File: config.mk
export PLATFORM = sky130hd
export DESIGN_NAME = txring_dma
export DESIGN_NICKNAME = d
export VERILOG_FILES = /design/src/rtl/txring_pkg.sv /design/src/rtl/txdesc_store.sv /design/src/rtl/txbyte_stage.sv /design/src/rtl/txring_seq.sv /design/src/rtl/txring_dma.sv
export SDC_FILE = /design/constraint.sdc
export NUM_CORES = 1
export LEC_CHECK = 0
export ABC_AREA = 1
export BUFFER_PORTS_ARGS = -buffer_cell sky130_fd_sc_hd__buf_2
export CAP_MARGIN = 10
export CORE_MARGIN = 3
export CORE_UTILIZATION = 52
export DETAILED_ROUTE_END_ITERATION = 10
export PLACE_DENSITY = 0.78
export SYNTH_ARGS = -nofsm -noshare
export SYNTH_HDL_FRONTEND = slang
export SYNTH_SLANG_ARGS = --single-unit
File: constraint.sdc
create_clock -name clk -period 2.52 [get_ports clk]
set_input_delay 0.504 -clock clk [delete_from_list [all_inputs] [get_ports clk]]
set_output_delay 0.504 -clock clk [all_outputs]
set_load 0.02 [all_outputs]
File: src/rtl/txring_pkg.sv
`timescale 1ns/1ps
// txring_pkg: shared widths, status bit positions, descriptor storage type
// and the two decode helpers used by the ring engine.
package txring_pkg;
    localparam int ADDR_W  = 20;
    localparam int BYTE_W  = 8;
    localparam int LEN_W   = 15;
    localparam int OWN_BIT = 7;
    localparam int EOP_BIT = 0;
    localparam int IRQ_BIT = 15;

    // Stored form of one descriptor; only the used nibble of the high byte is kept.
    typedef struct packed {
        logic [15:0] lo;
        logic [3:0]  hi;
        logic [7:0]  st;
        logic [15:0] cnt;
    } txdesc_t;

    // Decode a negative 15-bit count into a positive byte length.
    function automatic logic [LEN_W-1:0] frame_len(input logic [15:0] c);
        logic [LEN_W-1:0] inv;
        inv = ~c[LEN_W-1:0];
        return inv + 1'b1;
    endfunction

    // Form the 20-bit linear start address of a buffer.
    function automatic logic [ADDR_W-1:0] buf_base(input txdesc_t d);
        return {d.hi, d.lo};
    endfunction
endpackage

File: src/rtl/txdesc_store.sv
`timescale 1ns/1ps
// txdesc_store: register file of RING descriptors.
// The host write port replaces a whole entry. The engine's hand-back clears
// only the ownership bit, and the host write wins when both target one entry.
// Assumes RING is a power of two and at least 2.
module txdesc_store
    import txring_pkg::*;
#(
    parameter int RING = 2,
    localparam int IDX_W = $clog2(RING)
) (
    input  logic                  clk,
    input  logic                  rst_n,
    input  logic                  hw_we,
    input  logic [IDX_W-1:0]      hw_idx,
    input  txdesc_t               hw_desc,
    input  logic                  ret_we,
    input  logic [IDX_W-1:0]      ret_idx,
    input  logic [IDX_W-1:0]      eng_idx,
    output logic                  eng_own,
    output logic                  eng_eop,
    output logic [ADDR_W-1:0]     eng_base,
    output logic [15:0]           eng_cnt,
    input  logic [IDX_W-1:0]      hr_idx,
    output logic [7:0]            hr_status,
    output logic [RING-1:0]       own_vec
);
    txdesc_t ent [RING];

    for (genvar i = 0; i < RING; i++) begin : g_ent
        txdesc_t slot;
        // Per-entry update: host write first, then hand-back of ownership.
        always_ff @(posedge clk) begin
            if (!rst_n)
                slot <= '0;
            else if (hw_we && hw_idx == IDX_W'(i))
                slot <= hw_desc;
            else if (ret_we && ret_idx == IDX_W'(i))
                slot.st[OWN_BIT] <= 1'b0;
        end
        assign ent[i]     = slot;
        assign own_vec[i] = slot.st[OWN_BIT];
    end

    // Engine view of the current entry, narrowed to the fields it decodes.
    always_comb begin
        eng_own  = ent[eng_idx].st[OWN_BIT];
        eng_eop  = ent[eng_idx].st[EOP_BIT];
        eng_base = buf_base(ent[eng_idx]);
        eng_cnt  = ent[eng_idx].cnt;
    end

    assign hr_status = ent[hr_idx].st;
endmodule

File: src/rtl/txbyte_stage.sv
`timescale 1ns/1ps
// txbyte_stage: single output register for the byte stream.
// It holds data and last while the sink stalls, and can be reloaded in the
// same cycle that the held byte is accepted.
module txbyte_stage
    import txring_pkg::*;
(
    input  logic              clk,
    input  logic              rst_n,
    input  logic              load,
    input  logic [BYTE_W-1:0] din,
    input  logic              lin,
    input  logic              out_ready,
    output logic              out_valid,
    output logic [BYTE_W-1:0] out_data,
    output logic              out_last,
    output logic              accept
);
    assign accept = out_valid && out_ready;

    // Output register: load wins over drain so back-to-back bytes have no bubble.
    always_ff @(posedge clk) begin
        if (!rst_n) begin
            out_valid <= 1'b0;
            out_data  <= '0;
            out_last  <= 1'b0;
        end else if (load) begin
            out_valid <= 1'b1;
            out_data  <= din;
            out_last  <= lin;
        end else if (accept) begin
            out_valid <= 1'b0;
            out_last  <= 1'b0;
        end
    end
endmodule

File: src/rtl/txring_seq.sv
`timescale 1ns/1ps
// txring_seq: ring sequencer. It checks the ownership bit at the current
// index, decodes length and address, steps through the buffer, hands the
// descriptor back and advances the index.
// Assumes the packet memory returns pm_data for pm_addr in the same cycle.
module txring_seq
    import txring_pkg::*;
#(
    parameter int RING = 2,
    localparam int IDX_W = $clog2(RING)
) (
    input  logic              clk,
    input  logic              rst_n,
    input  logic              eng_own,
    input  logic              eng_eop,
    input  logic [ADDR_W-1:0] eng_base,
    input  logic [15:0]       eng_cnt,
    output logic [IDX_W-1:0]  eng_idx,
    output logic [ADDR_W-1:0] pm_addr,
    input  logic              pm_ok,
    input  logic              stage_valid,
    input  logic              accept,
    output logic              load,
    output logic              load_last,
    output logic              ret_we,
    output logic [IDX_W-1:0]  ret_idx,
    output logic              done_irq,
    output logic              tx_underflow
);
    typedef enum logic {S_IDLE, S_SEND} seq_e;

    seq_e              state;
    logic [IDX_W-1:0]  idx;
    logic [ADDR_W-1:0] ptr;
    logic [LEN_W-1:0]  rem;
    logic              want_irq;
    logic              eop_q;
    logic [LEN_W-1:0]  desc_len;
    logic              take, skip, finish, slot_free;

    // Decode of the entry under the index and the per-cycle transfer decisions.
    always_comb begin
        desc_len  = frame_len(eng_cnt);
        take      = (state == S_IDLE) && eng_own;
        skip      = take && (desc_len == '0);
        slot_free = !stage_valid || accept;
        load      = (state == S_SEND) && slot_free && (rem != '0) && pm_ok;
        load_last = eop_q && (rem == LEN_W'(1));
        finish    = (state == S_SEND) && (rem == '0) && accept;
        ret_we    = skip || finish;
    end

    assign eng_idx = idx;
    assign ret_idx = idx;
    assign pm_addr = ptr;

    // Sequencer state, buffer pointer, remaining count and event pulses.
    always_ff @(posedge clk) begin
        if (!rst_n) begin
            state        <= S_IDLE;
            idx          <= '0;
            ptr          <= '0;
            rem          <= '0;
            want_irq     <= 1'b0;
            eop_q        <= 1'b0;
            done_irq     <= 1'b0;
            tx_underflow <= 1'b0;
        end else begin
            done_irq     <= (skip && eng_cnt[IRQ_BIT]) || (finish && want_irq);
            tx_underflow <= (state == S_SEND) && accept && (rem != '0) && !pm_ok;
            case (state)
                S_IDLE: begin
                    if (skip) begin
                        idx <= idx + 1'b1;
                    end else if (take) begin
                        ptr      <= eng_base;
                        rem      <= desc_len;
                        want_irq <= eng_cnt[IRQ_BIT];
                        eop_q    <= eng_eop;
                        state    <= S_SEND;
                    end
                end
                S_SEND: begin
                    if (load) begin
                        ptr <= ptr + 1'b1;
                        rem <= rem - 1'b1;
                    end
                    if (finish) begin
                        idx   <= idx + 1'b1;
                        state <= S_IDLE;
                    end
                end
                default: state <= S_IDLE;
            endcase
        end
    end
endmodule

File: src/rtl/txring_dma.sv
`timescale 1ns/1ps
// txring_dma: top of the transmit descriptor ring engine.
// It ties the descriptor store, the ring sequencer and the output stage
// together. Bits 7:4 of the address high byte are dropped on entry.
module txring_dma
    import txring_pkg::*;
#(
    parameter int RING = 2,
    localparam int IDX_W = $clog2(RING)
) (
    input  logic              clk,
    input  logic              rst_n,
    input  logic              hw_we,
    input  logic [IDX_W-1:0]  hw_idx,
    input  logic [15:0]       hw_addr_lo,
    input  logic [7:0]        hw_addr_hi,
    input  logic [7:0]        hw_status,
    input  logic [15:0]       hw_count,
    input  logic [IDX_W-1:0]  hr_idx,
    output logic [7:0]        hr_status,
    output logic [ADDR_W-1:0] pm_addr,
    input  logic [BYTE_W-1:0] pm_data,
    input  logic              pm_ok,
    output logic              out_valid,
    input  logic              out_ready,
    output logic [BYTE_W-1:0] out_data,
    output logic              out_last,
    output logic              done_irq,
    output logic              tx_underflow
);
    txdesc_t           hw_desc;
    logic              eng_own, eng_eop;
    logic [ADDR_W-1:0] eng_base;
    logic [15:0]       eng_cnt;
    logic [IDX_W-1:0]  eng_idx;
    logic              ret_we;
    logic [IDX_W-1:0]  ret_idx;
    logic [RING-1:0]   own_vec;
    logic              load, load_last, accept;
    logic              unused_hi_nibble;

    // Pack the host write into storage form; the ignored nibble goes nowhere.
    always_comb begin
        hw_desc.lo  = hw_addr_lo;
        hw_desc.hi  = hw_addr_hi[3:0];
        hw_desc.st  = hw_status;
        hw_desc.cnt = hw_count;
    end
    assign unused_hi_nibble = ^hw_addr_hi[7:4];

    txdesc_store #(.RING(RING)) u_store (
        .clk(clk), .rst_n(rst_n),
        .hw_we(hw_we), .hw_idx(hw_idx), .hw_desc(hw_desc),
        .ret_we(ret_we), .ret_idx(ret_idx),
        .eng_idx(eng_idx), .eng_own(eng_own), .eng_eop(eng_eop),
        .eng_base(eng_base), .eng_cnt(eng_cnt),
        .hr_idx(hr_idx), .hr_status(hr_status), .own_vec(own_vec)
    );

    txring_seq #(.RING(RING)) u_seq (
        .clk(clk), .rst_n(rst_n),
        .eng_own(eng_own), .eng_eop(eng_eop), .eng_base(eng_base), .eng_cnt(eng_cnt),
        .eng_idx(eng_idx), .pm_addr(pm_addr), .pm_ok(pm_ok),
        .stage_valid(out_valid), .accept(accept),
        .load(load), .load_last(load_last),
        .ret_we(ret_we), .ret_idx(ret_idx),
        .done_irq(done_irq), .tx_underflow(tx_underflow)
    );

    txbyte_stage u_stage (
        .clk(clk), .rst_n(rst_n),
        .load(load), .din(pm_data), .lin(load_last),
        .out_ready(out_ready), .out_valid(out_valid),
        .out_data(out_data), .out_last(out_last), .accept(accept)
    );
endmodule

==> results of run 1 <==
==> registers in the layout (all words and copies together), names as in the netlist, 2 cells and up <==
register          cells
u_seq.pm_addr        20
u_store.ent          86
u_stage.out_data      8
u_seq.rem            15
u_store.own_vec       2
==> path summary, 6_finish.rpt <==
| path | cells past startpoint | slack [ps] | startpoint | to |
|---|---|---|---|---|
| max reg2reg | 18 | -0.7 | u_seq.eng_idx | u_seq.pm_addr[18] |
| max | 18 | -0.7 | u_seq.eng_idx | u_seq.pm_addr[18] |
| min | 3 | 310 | pm_data[1] | u_stage.out_data[1] |
| min reg2reg | 2 | 440 | u_store.ent[64] | u_store.ent[64] |
==> per-layer routing <==
layer | part of all wire | vias up | wire length, um
met4 | 0.019 | 0 | 363
met1 | 0.43 | 3319 | 8510
met2 | 0.48 | 238 | 9310
met3 | 0.072 | 35 | 1400
met5 | 0 | - | 0
li1 | - | 3608 | -
==> cells by family after synthesis <==
family,after synthesis,synth area share
buffers and inverters,135,0.0872
xor gates and xnor gates,12,0.0150
AOI/OAI and AO/OA,265,0.198
adders and majority gates,5,0.00891
and+or+nand+nor,487,0.295
DFF,139,0.396
==> cell usage in the layout (no fill, tap or decap), types with 2 or more instances in the layout <==
master,instances
clkbuf_1,2
inv_1,71
nand2_1,154
nand3_1,27
nor2_1,239
dfxtp_1,138
a21oi_1,60
clkinv_2,2
nor2_2,9
clkinvlp_4,6
a31oi_1,4
o32ai_1,2
nor4_1,3
buf_4,30
nand4_1,9
nand2_4,5
o21bai_1,2
inv_6,2
o21ai_2,10
nand2_8,4
inv_8,2
o21ai_0,154
buf_12,4
nand3_2,4
nor3_1,7
inv_2,2
xnor2_1,4
clkbuf_16,21
buf_8,2
xor2_1,8
o21ai_1,20
ha_1,4
o31ai_1,2
o22ai_1,8
nand2_2,19
nor2_4,4
buf_2,98
==> worst max-delay path, cell delays in order, from the launching register on <==
cell	delay, ps
dfxtp_4	380
inv_8	100
buf_16	160
nand2_1	60
nand2_1	90
nand2_1	110
nor2_4	200
nand2_2	70
nand2_1	50
nand2_1	90
nor2_2	110
nand3_2	90
nor2_4	160
nand2_4	90
buf_12	140
nand2_8	120
nand2_8	130
o21ai_0	180
nor2_1	70
==> power by group <==
part / switching [W] / total, W / internal, W / leakage, nW
logic: 0.000704 / 0.00112 / 0.000412 / 2.47
clock network: 0.000994 / 0.00229 / 0.00129 / 0.247
registers: 0.000104 / 0.00245 / 0.00235 / 1.14
==> what timing repair did <==
action                                  4_1_cts  5_1_grt
pin swaps                                     0       11
buffers inserted                              0        9
resized for setup                             2       36
endpoints found under the setup margin       35       41
cloned                                        0        8
endpoints found under the hold margin         0        0
==> area by class of cell <==
cell class / count / area [um2]
fill: 1158 / 4340
timing repair buffer: 140 / 965
tap: 172 / 215
sequential: 139 / 2790
clock buffer: 20 / 447
clock inverter: 12 / 92.6
multi-input combinational: 772 / 3780
inverter: 76 / 295
==> per-stage QoR <==
| step | worst slack [ps] | cells | util |
|---|---|---|---|
| finish | -0.740 | 1331 | 0.664 |
| global route | -151 | 1331 | 0.664 |
| global placement | -47.5 | 1282 | 0.592 |
| detailed placement | -83.8 | 1282 | 0.592 |
| CTS | 4.96 | 1314 | 0.635 |
| floorplan | 121 | 1043 | - |
==> out/metrics.cfg, run 1 <==
[floorplan]
ios = 103
initial_utilization = 0.543
fp.dieW_um = 122
die_h_um = 122
rows = 41
die_area_um2 = 14900
core_um2 = 12900

[routing]
drtAntennaViolNets = 0
vias = 7200
drtIter0Drc = 613
wl_per_cell_um = 14.7
drt_pre_antenna_iters = 5
via_per_inst = 5.41
drc = 0
drt_wl_total_um = 19600

[clock_tree]
root_buffer = clkbuf_16
cts.path.max_buffers = 2
htree_levels = 4
cts_hold_buf = 0
clkSlewWorstSetupHoldPaths_ps = 60
cts_sinks = 139
cts_buffers = 17
insertion_delay_ps = 420
cts_tree = yes

[global_routing]
grt_pass1_wl_um = 30100
use_met1 = 0.326
grtUsageMet2 = 0.414
grt_pass1_vias = 6419
grt_antenna_before_repair = 0
busiest_layer = met2
use_met3 = 0.0571
grt_usage = 0.251
grt_overflow = 0
grt_max_degree = 58

[job]
maxCapViolations = 0

[yosys]
synth_area_leaders = dfxtp_1 (40%), nor2_1 (13%), o21ai_0 (11%), nand2_1 (8.6%), a21oi_1 (4.3%)
ys_ff_latch = 139
syn_area_per_cell_um2 = 6.73
syn_area_um2 = 7020
yosys_warnings = 0
synth_top_flop_cell = dfxtp_1
synth-edff-count = 0
yosysMostFrequentCell = nor2_1
synth_cells = 1043
yosysTopAreaCell = dfxtp_1
yosys.cell_types.count = 41
yosysSeqAreaShare = 0.396
ys_top_cells_by_count = nor2_1 (240), nand2_1 (160), o21ai_0 (158)
synth_nets = 1111
synth_top_area_frac = 0.396
postSynth.asyncResetShare = 0

[critical_path]
worstPathMaxFanout = 18
cp-end-kind = flop
worstSetupPathType = flop to flop
arrival_ps = 2840
cp_data_required_time_ps = 2830
cp-start-kind = flop

[timing]
whs_ps = 309
final_max_slew_viol_count = 0
rsz0062_at_grt = yes
setup_ws_ps = -0.740
hold_viol = 0
max_freq_ghz = 0.397
fin_crit_ps = 2520
setup_tns_ps = -0.740
setup_violations = 1
worst_pin_slew_ps = 573
timing.slew.headroom = 0.614
fin_crit_sh = 1.00
skew_ps = 7.22

[finish]
nets = 1214
antenna_cells = 0
drive_above_1_share = 0.204
final_cell_area_um2 = 8580
areaGrowthSynthToFinish_pct = 22.3

[placed_design]
placed_area_um2 = 7650
port_buffers = 98
dp_hpwl_um = 12400
routabilityCongestion = 0.902

[min_path]
worstHoldPathType = input pin to flop

[run_status]
run_status = finished with violations
violations = negative setup slack

[pwr]
total_power_w = 0.00585
p_per_area_nw_per_um2 = 682
ir_worst_vdd_v = 0.000463
leakagePower_nw = 3.86

No activity file was read; power rests on OpenSTA's default activity.
==> inputs of run 2 (changes only) <==
--- a/config.mk
+++ b/config.mk
@@ -9,9 +9,9 @@
 export BUFFER_PORTS_ARGS = -buffer_cell sky130_fd_sc_hd__buf_2
 export CAP_MARGIN = 10
 export CORE_MARGIN = 3
-export CORE_UTILIZATION = 52
+export CORE_UTILIZATION = 30
 export DETAILED_ROUTE_END_ITERATION = 10
-export PLACE_DENSITY = 0.78
+export PLACE_DENSITY = 0.5
 export SYNTH_ARGS = -nofsm -noshare
 export SYNTH_HDL_FRONTEND = slang
 export SYNTH_SLANG_ARGS = --single-unit
==> out/metrics.cfg, run 2 (synthesis results as in run 1) <==
[run_status]
run_status = completed

[routing]
wl_per_cell_um = 14.2  ; -3.8%
drt_pre_antenna_iters = 5  ; unchanged
drtIter0Drc = 330  ; -46%
vias = 6914  ; -4.0%
drc = 0  ; unchanged
via_per_inst = 4.67  ; -14%
drtAntennaViolNets = 0  ; unchanged
drt_wl_total_um = 20900  ; +6.9%

[pwr]
clockPowerShare = 0.403  ; +0.013
seqPwrFrac = 0.409  ; -0.010
pwr-share-comb = 0.188  ; -0.003
switchingPower_w = 0.00191  ; +5.8%
switching_share = 0.319  ; +0.0108
ir_worst_vdd_v = 0.000409  ; -12%
p_per_area_nw_per_um2 = 681  ; -0.20%
total_power_w = 0.00599  ; +2.3%
intPower_w = 0.00408  ; +0.69%
leakagePower_nw = 3.91  ; +1.2%

[global_routing]
grt_max_degree = 70  ; +21%
grt_overflow = 0  ; unchanged
grt_pass1_wl_um = 34200  ; +13%
grt_pass1_vias = 6712  ; +4.6%
grt_usage = 0.164  ; -0.0867
grt_antenna_before_repair = 0  ; unchanged

[timing]
max_freq_ghz = 0.410  ; +3.3%
timing.slew.headroom = 0.248  ; -0.366
worst_pin_slew_ps = 1130  ; +555 ps
rsz0062_at_grt = yes
hold_viol = 0  ; unchanged
setup_violations = 0  ; -1
final_max_slew_viol_count = 0  ; unchanged
setup_ws_ps = 80.0  ; +80.7 ps
fin_crit_ps = 2440  ; -80.7 ps
skew_ps = 16.9  ; +9.73 ps
fin_crit_sh = 0.968  ; -0.0320
whs_ps = 310  ; +0.761 ps

[finish]
nets = 1221  ; +0.58%
final_common_cell = nor2_1
antenna_cells = 0  ; unchanged
seqCellArea_um2 = 2790  ; unchanged
largest_register_ffs = 86  ; unchanged
drive_above_1_share = 0.213  ; +0.00907
fillers = 2492  ; +120%
mostFrequentLayoutCells = nor2_1 (237), o21ai_0 (156), nand2_1 (148)
multi_input_area_um2 = 3720  ; -1.6%
areaGrowthSynthToFinish_pct = 25.3

[critical_path]
critical_path.slowest_cell = dfxtp_4
critical_path_buf_inv_count = 5  ; +2
worstSetupPathType = flop to flop
crit_chain = inv_8, o21ai_4, inv_2, ha_4, nand3_4, nor2_4, buf_4, nand3_1, nand2_1, nor2_2, nand3_2, nor2_4, nand2_4, a21oi_4, buf_12, buf_12, nand2_2, a21oi_2
cp-end-kind = flop
slowest_delay_ps = 410  ; +30 ps
cp-start-kind = flop
cp_data_required_time_ps = 2860  ; +30 ps
worstPathMaxFanout = 7  ; -11
cpLargestDelayFamily = simple AND/OR/NAND/NOR gates
arrival_ps = 2780  ; -60 ps

[floorplan]
fp.dieW_um = 159  ; +30%
core_um2 = 22800  ; +77%
ios = 103  ; unchanged
die_h_um = 159  ; +30%
die_area_um2 = 25300  ; +69%
initial_utilization = 0.307  ; -0.236
rows = 55  ; +34%

[clock_tree]
cts_buffers = 17  ; unchanged
insertion_delay_ps = 420  ; about the same
htree_levels = 4  ; unchanged
clkSlewWorstSetupHoldPaths_ps = 60  ; about the same
root_buffer = clkbuf_16
cts_hold_buf = 0  ; unchanged
cts_tree = yes
cts_sinks = 139  ; unchanged
cts.path.max_buffers = 2  ; unchanged

[job]
maxCapViolations = 0  ; unchanged

[min_path]
worstHoldPathType = input pin to flop

[placed_design]
dp_hpwl_um = 14000  ; +12%
routabilityCongestion = 0.804  ; -11%
port_buffers = 98  ; unchanged
pre_cts_ws_ps = -1.81  ; +82.0 ps

-- run 2: cell types whose count changed in the layout (fill, tap and decap cells not counted), moves of 3 or more --
cell / change
nand2_1: -6
nand2_2: +5
buf_12: +5
clkinvlp_4: -3
buf_4: +9
nand2_8: -4
o21ai_2: -6
inv_8: +4
o21ai_1: +4
-- run 2: area by class of cell --
type,instances,share of cell area
Clock buffer,17,0.0484
Multi-Input combinational cell,769,0.423
Inverter,76,0.0333
Tap cell,313,0.0445
Sequential cell,139,0.317
Timing Repair Buffer,150,0.119
Clock inverter,15,0.0151
-- run 2: path summary, 6_finish.rpt --
kind | from | end | slack [ps] | cells after the start
max | u_seq.eng_idx | u_seq.rem[13] | 80 | 18
max reg2reg | u_seq.eng_idx | u_seq.rem[13] | 80 | 18
min reg2reg | u_store.ent[62] | u_store.ent[62] | 440 | 2
min | pm_data[1] | u_stage.out_data[1] | 310 | 3
-- run 2: worst register-to-register path, delay by kind of cell, from the launching register on --
| family | cells | cell delay [ps] |
|---|---|---|
| adder cells (fa/ha/maj) | 1 | 170 |
| AO/OA/AOI/OAI | 3 | 450 |
| flip-flops | 1 | 410 |
| AND/OR/NAND/NOR | 9 | 800 |
| buffers and inverters | 5 | 530 |
-- run 2: power groups by stage --
stage | sequential [W] | clock [W] | combinational [W]
2_1_floorplan | 0.00252 | 0 | 0.000686
3_3_place_gp | 0.00250 | 0 | 0.00105
3_5_place_dp | 0.00250 | 0 | 0.00106
4_1_cts | 0.00245 | 0.00248 | 0.00107
5_1_grt | 0.00247 | 0.00259 | 0.00127
6_report | 0.00245 | 0.00241 | 0.00112
-- run 2: repair_timing --
action,in CTS,in global routing
cloned,0,3
resized for setup,2,29
pin swaps,0,11
buffers inserted,0,10
endpoints found under the setup margin,16,40
-- run 2: per-stage QoR --
step | utilization | instance area [um2] | cells | TNS (ps)
6_report | 0.385 | 8800 | 1479 | 0
5_1_grt | 0.385 | 8800 | 1479 | -1310
4_1_cts | 0.374 | 8550 | 1466 | 0
3_5_place_dp | 0.349 | 7980 | 1434 | -1.81
3_3_place_gp | 0.349 | 7980 | 1434 | 0
2_1_floorplan | - | 7020 | 1043 | 0
-- run 2: metal layers --
| layer | vias to the layer above | GRT usage | part of all wire |
|---|---|---|---|
| met1 | 3192 | 0.209 | 0.48 |
| met4 | 0 | 0.0342 | 0.0070 |
| met3 | 8 | 0.0338 | 0.031 |
| li1 | 3620 | - | - |
| met5 | - | 0 | 0 |
| met2 | 94 | 0.289 | 0.49 |
==> inputs of run 3 (changes only) <==
--- a/config.mk
+++ b/config.mk
@@ -11,7 +11,6 @@
 export CORE_MARGIN = 3
 export CORE_UTILIZATION = 30
 export DETAILED_ROUTE_END_ITERATION = 10
-export PLACE_DENSITY = 0.5
 export SYNTH_ARGS = -nofsm -noshare
 export SYNTH_HDL_FRONTEND = slang
 export SYNTH_SLANG_ARGS = --single-unit
==> out/metrics.cfg, run 3 (synthesis results as in run 1) <==
[pwr]
p_per_area_nw_per_um2 = 680  ; -0.11%
ir_worst_vdd_v = 0.000436  ; +6.7%
leakagePower_nw = 3.93  ; +0.62%
total_power_w = 0.00603  ; +0.77%

[critical_path]
cp_data_required_time_ps = 2880  ; +20 ps
cp-end-kind = flop
worstSetupPathType = flop to flop
worstSetupStartpoint = u_seq.eng_idx
cp-start-kind = flop
worstPathMaxFanout = 10  ; +3
r2r-start = u_seq.eng_idx
r2r-end = u_seq.pm_addr[12]
r2r_slack_ps = 50  ; -30 ps
reg2reg_depth = 19  ; +1
arrival_ps = 2830  ; +50 ps

[floorplan]
rows = 55  ; unchanged
core_um2 = 22800  ; unchanged
fp.dieW_um = 159  ; unchanged
die_area_um2 = 25300  ; unchanged
ios = 103  ; unchanged
die_h_um = 159  ; unchanged
initial_utilization = 0.307  ; unchanged

[global_routing]
grt_usage = 0.156  ; -0.00825
use_met3 = 0.0336  ; -0.000260
busiest_layer = met2
grt_overflow = 0  ; unchanged
grt_max_degree = 73  ; +4.3%
grt_pass1_wl_um = 32500  ; -5.1%
use_met1 = 0.206  ; -0.00337
grt_pass1_vias = 6411  ; -4.5%
grt_antenna_before_repair = 0  ; unchanged
grtUsageMet2 = 0.260  ; -0.0294

[placed_design]
routabilityCongestion = 0.826  ; +2.7%
pre_cts_ws_ps = -2.24  ; -0.423 ps
place_inst = 1441  ; +0.49%
dp_hpwl_um = 13400  ; -3.6%
port_buffers = 98  ; unchanged

[timing]
setup_ws_ps = 49.3  ; -30.7 ps
worst_pin_slew_ps = 1070  ; -60.0 ps
final_max_slew_viol_count = 0  ; unchanged
whs_ps = 300  ; -10.2 ps
timing.slew.headroom = 0.287  ; +0.0390
fin_crit_sh = 0.980  ; +0.0122
rsz0062_at_grt = yes
skew_ps = 11.3  ; -5.61 ps
hold_viol = 0  ; unchanged
setup_tns_ps = 0  ; unchanged
max_freq_ghz = 0.405  ; -1.2%
fin_crit_ps = 2470  ; +30.7 ps
setup_violations = 0  ; unchanged

[clock_tree]
clkSlewWorstSetupHoldPaths_ps = 70  ; about the same
cts.path.max_buffers = 2  ; unchanged
htree_levels = 4  ; unchanged
insertion_delay_ps = 430  ; about the same
cts_tree = yes
cts_sinks = 139  ; unchanged
cts_buffers = 17  ; unchanged
root_buffer = clkbuf_16
cts_hold_buf = 0  ; unchanged

[run_status]
run_status = completed

[routing]
drtAntennaViolNets = 0  ; unchanged
via_per_inst = 4.72  ; +0.88%
drtIter0Drc = 391  ; +18%
wl_per_cell_um = 13.8  ; -2.8%
drt_pre_antenna_iters = 5  ; unchanged
vias = 6984  ; +1.0%
drc = 0  ; unchanged
drt_wl_total_um = 20400  ; -2.7%

[min_path]
hp-start = pm_data[4]
holdPathEnd = u_stage.out_data[4]
worstHoldPathType = input pin to flop
min_path_cells = 3  ; unchanged

[finish]
seqCellArea_um2 = 2790  ; unchanged
mostFrequentLayoutCells = nor2_1 (235), o21ai_0 (156), nand2_1 (148)
fillers = 2484  ; -0.32%
final_common_cell = nor2_1
instances_no_fill = 1481  ; +0.14%
largest_register_ffs = 86  ; unchanged
areaGrowthSynthToFinish_pct = 26.4
drive_above_1_share = 0.222  ; +0.00905
nets = 1223  ; +0.16%
multi_input_area_um2 = 3780  ; +1.6%
antenna_cells = 0  ; unchanged

[job]
maxCapViolations = 0  ; unchanged

run 3: cell count changes in the layout (fill, tap and decap cells not counted), sizes merged:
cell	previous run	this run
clkinvlp	3	2
nand2	179	180
buf	148	147
clkbuf	19	22
run 3: report_power, final:
| group | leakage (nW) | internal [W] | switching, W |
|---|---|---|---|
| clock | 0.275 | 0.00133 | 0.00110 |
| sequential | 1.14 | 0.00235 | 0.000108 |
| combinational | 2.51 | 0.000447 | 0.000699 |
run 3: repair_timing:
action	in CTS	in global routing
pin swaps	0	22
setup buffers	0	3
endpoints found under the setup margin	16	39
gates resized for setup	1	47
gates cloned	0	5
run 3: area by class of cell:
class,count,share of cell area
sequential,139,0.314
clock inverter,14,0.0145
clock buffer,18,0.0495
tap,313,0.0441
timing repair buffer,151,0.119
multi-input combinational,770,0.426
inverter,76,0.0330
run 3: metrics by stage:
stage                     utilization  cell area [um2]
after floorplan                     -             7020
after global placement          0.349             7980
after detailed placement        0.349             7980
after CTS                       0.374             8550
after global routing            0.388             8870
final                           0.388             8870
run 3: metal layers:
layer	vias to the layer above	share of wire
li1	3619	-
met1	3210	0.48
met2	142	0.47
met3	13	0.039
met4	0	0.011
met5	-	0
run 3: critical path, cell delays in order (launching register included):
cell and delay (ps):
dfxtp_4 410, inv_8 70, nand2_4 60, o21ai_4 60
inv_2 80, ha_4 160, nand3_4 70, nor2_4 170
nand2_2 70, nand2_2 90, nand2_1 70, nor2_2 130
nand3_2 100, nor2_4 140, nand2_4 100, a21oi_4 180
buf_12 150, clkbuf_16 160, nor2_1 40, nor2_1 100
run 3: worst max path at each step:
stage	end	slack (ps)	cells after the start
final	u_seq.pm_addr[12]	50	19
after global routing	u_seq.rem[4]	-100	19
after CTS	u_seq.pm_addr[13]	6	19
after detailed placement	u_seq.pm_addr[7]	-2	19
after global placement	u_seq.pm_addr[7]	7	19
after floorplan	u_seq.pm_addr[10]	120	20
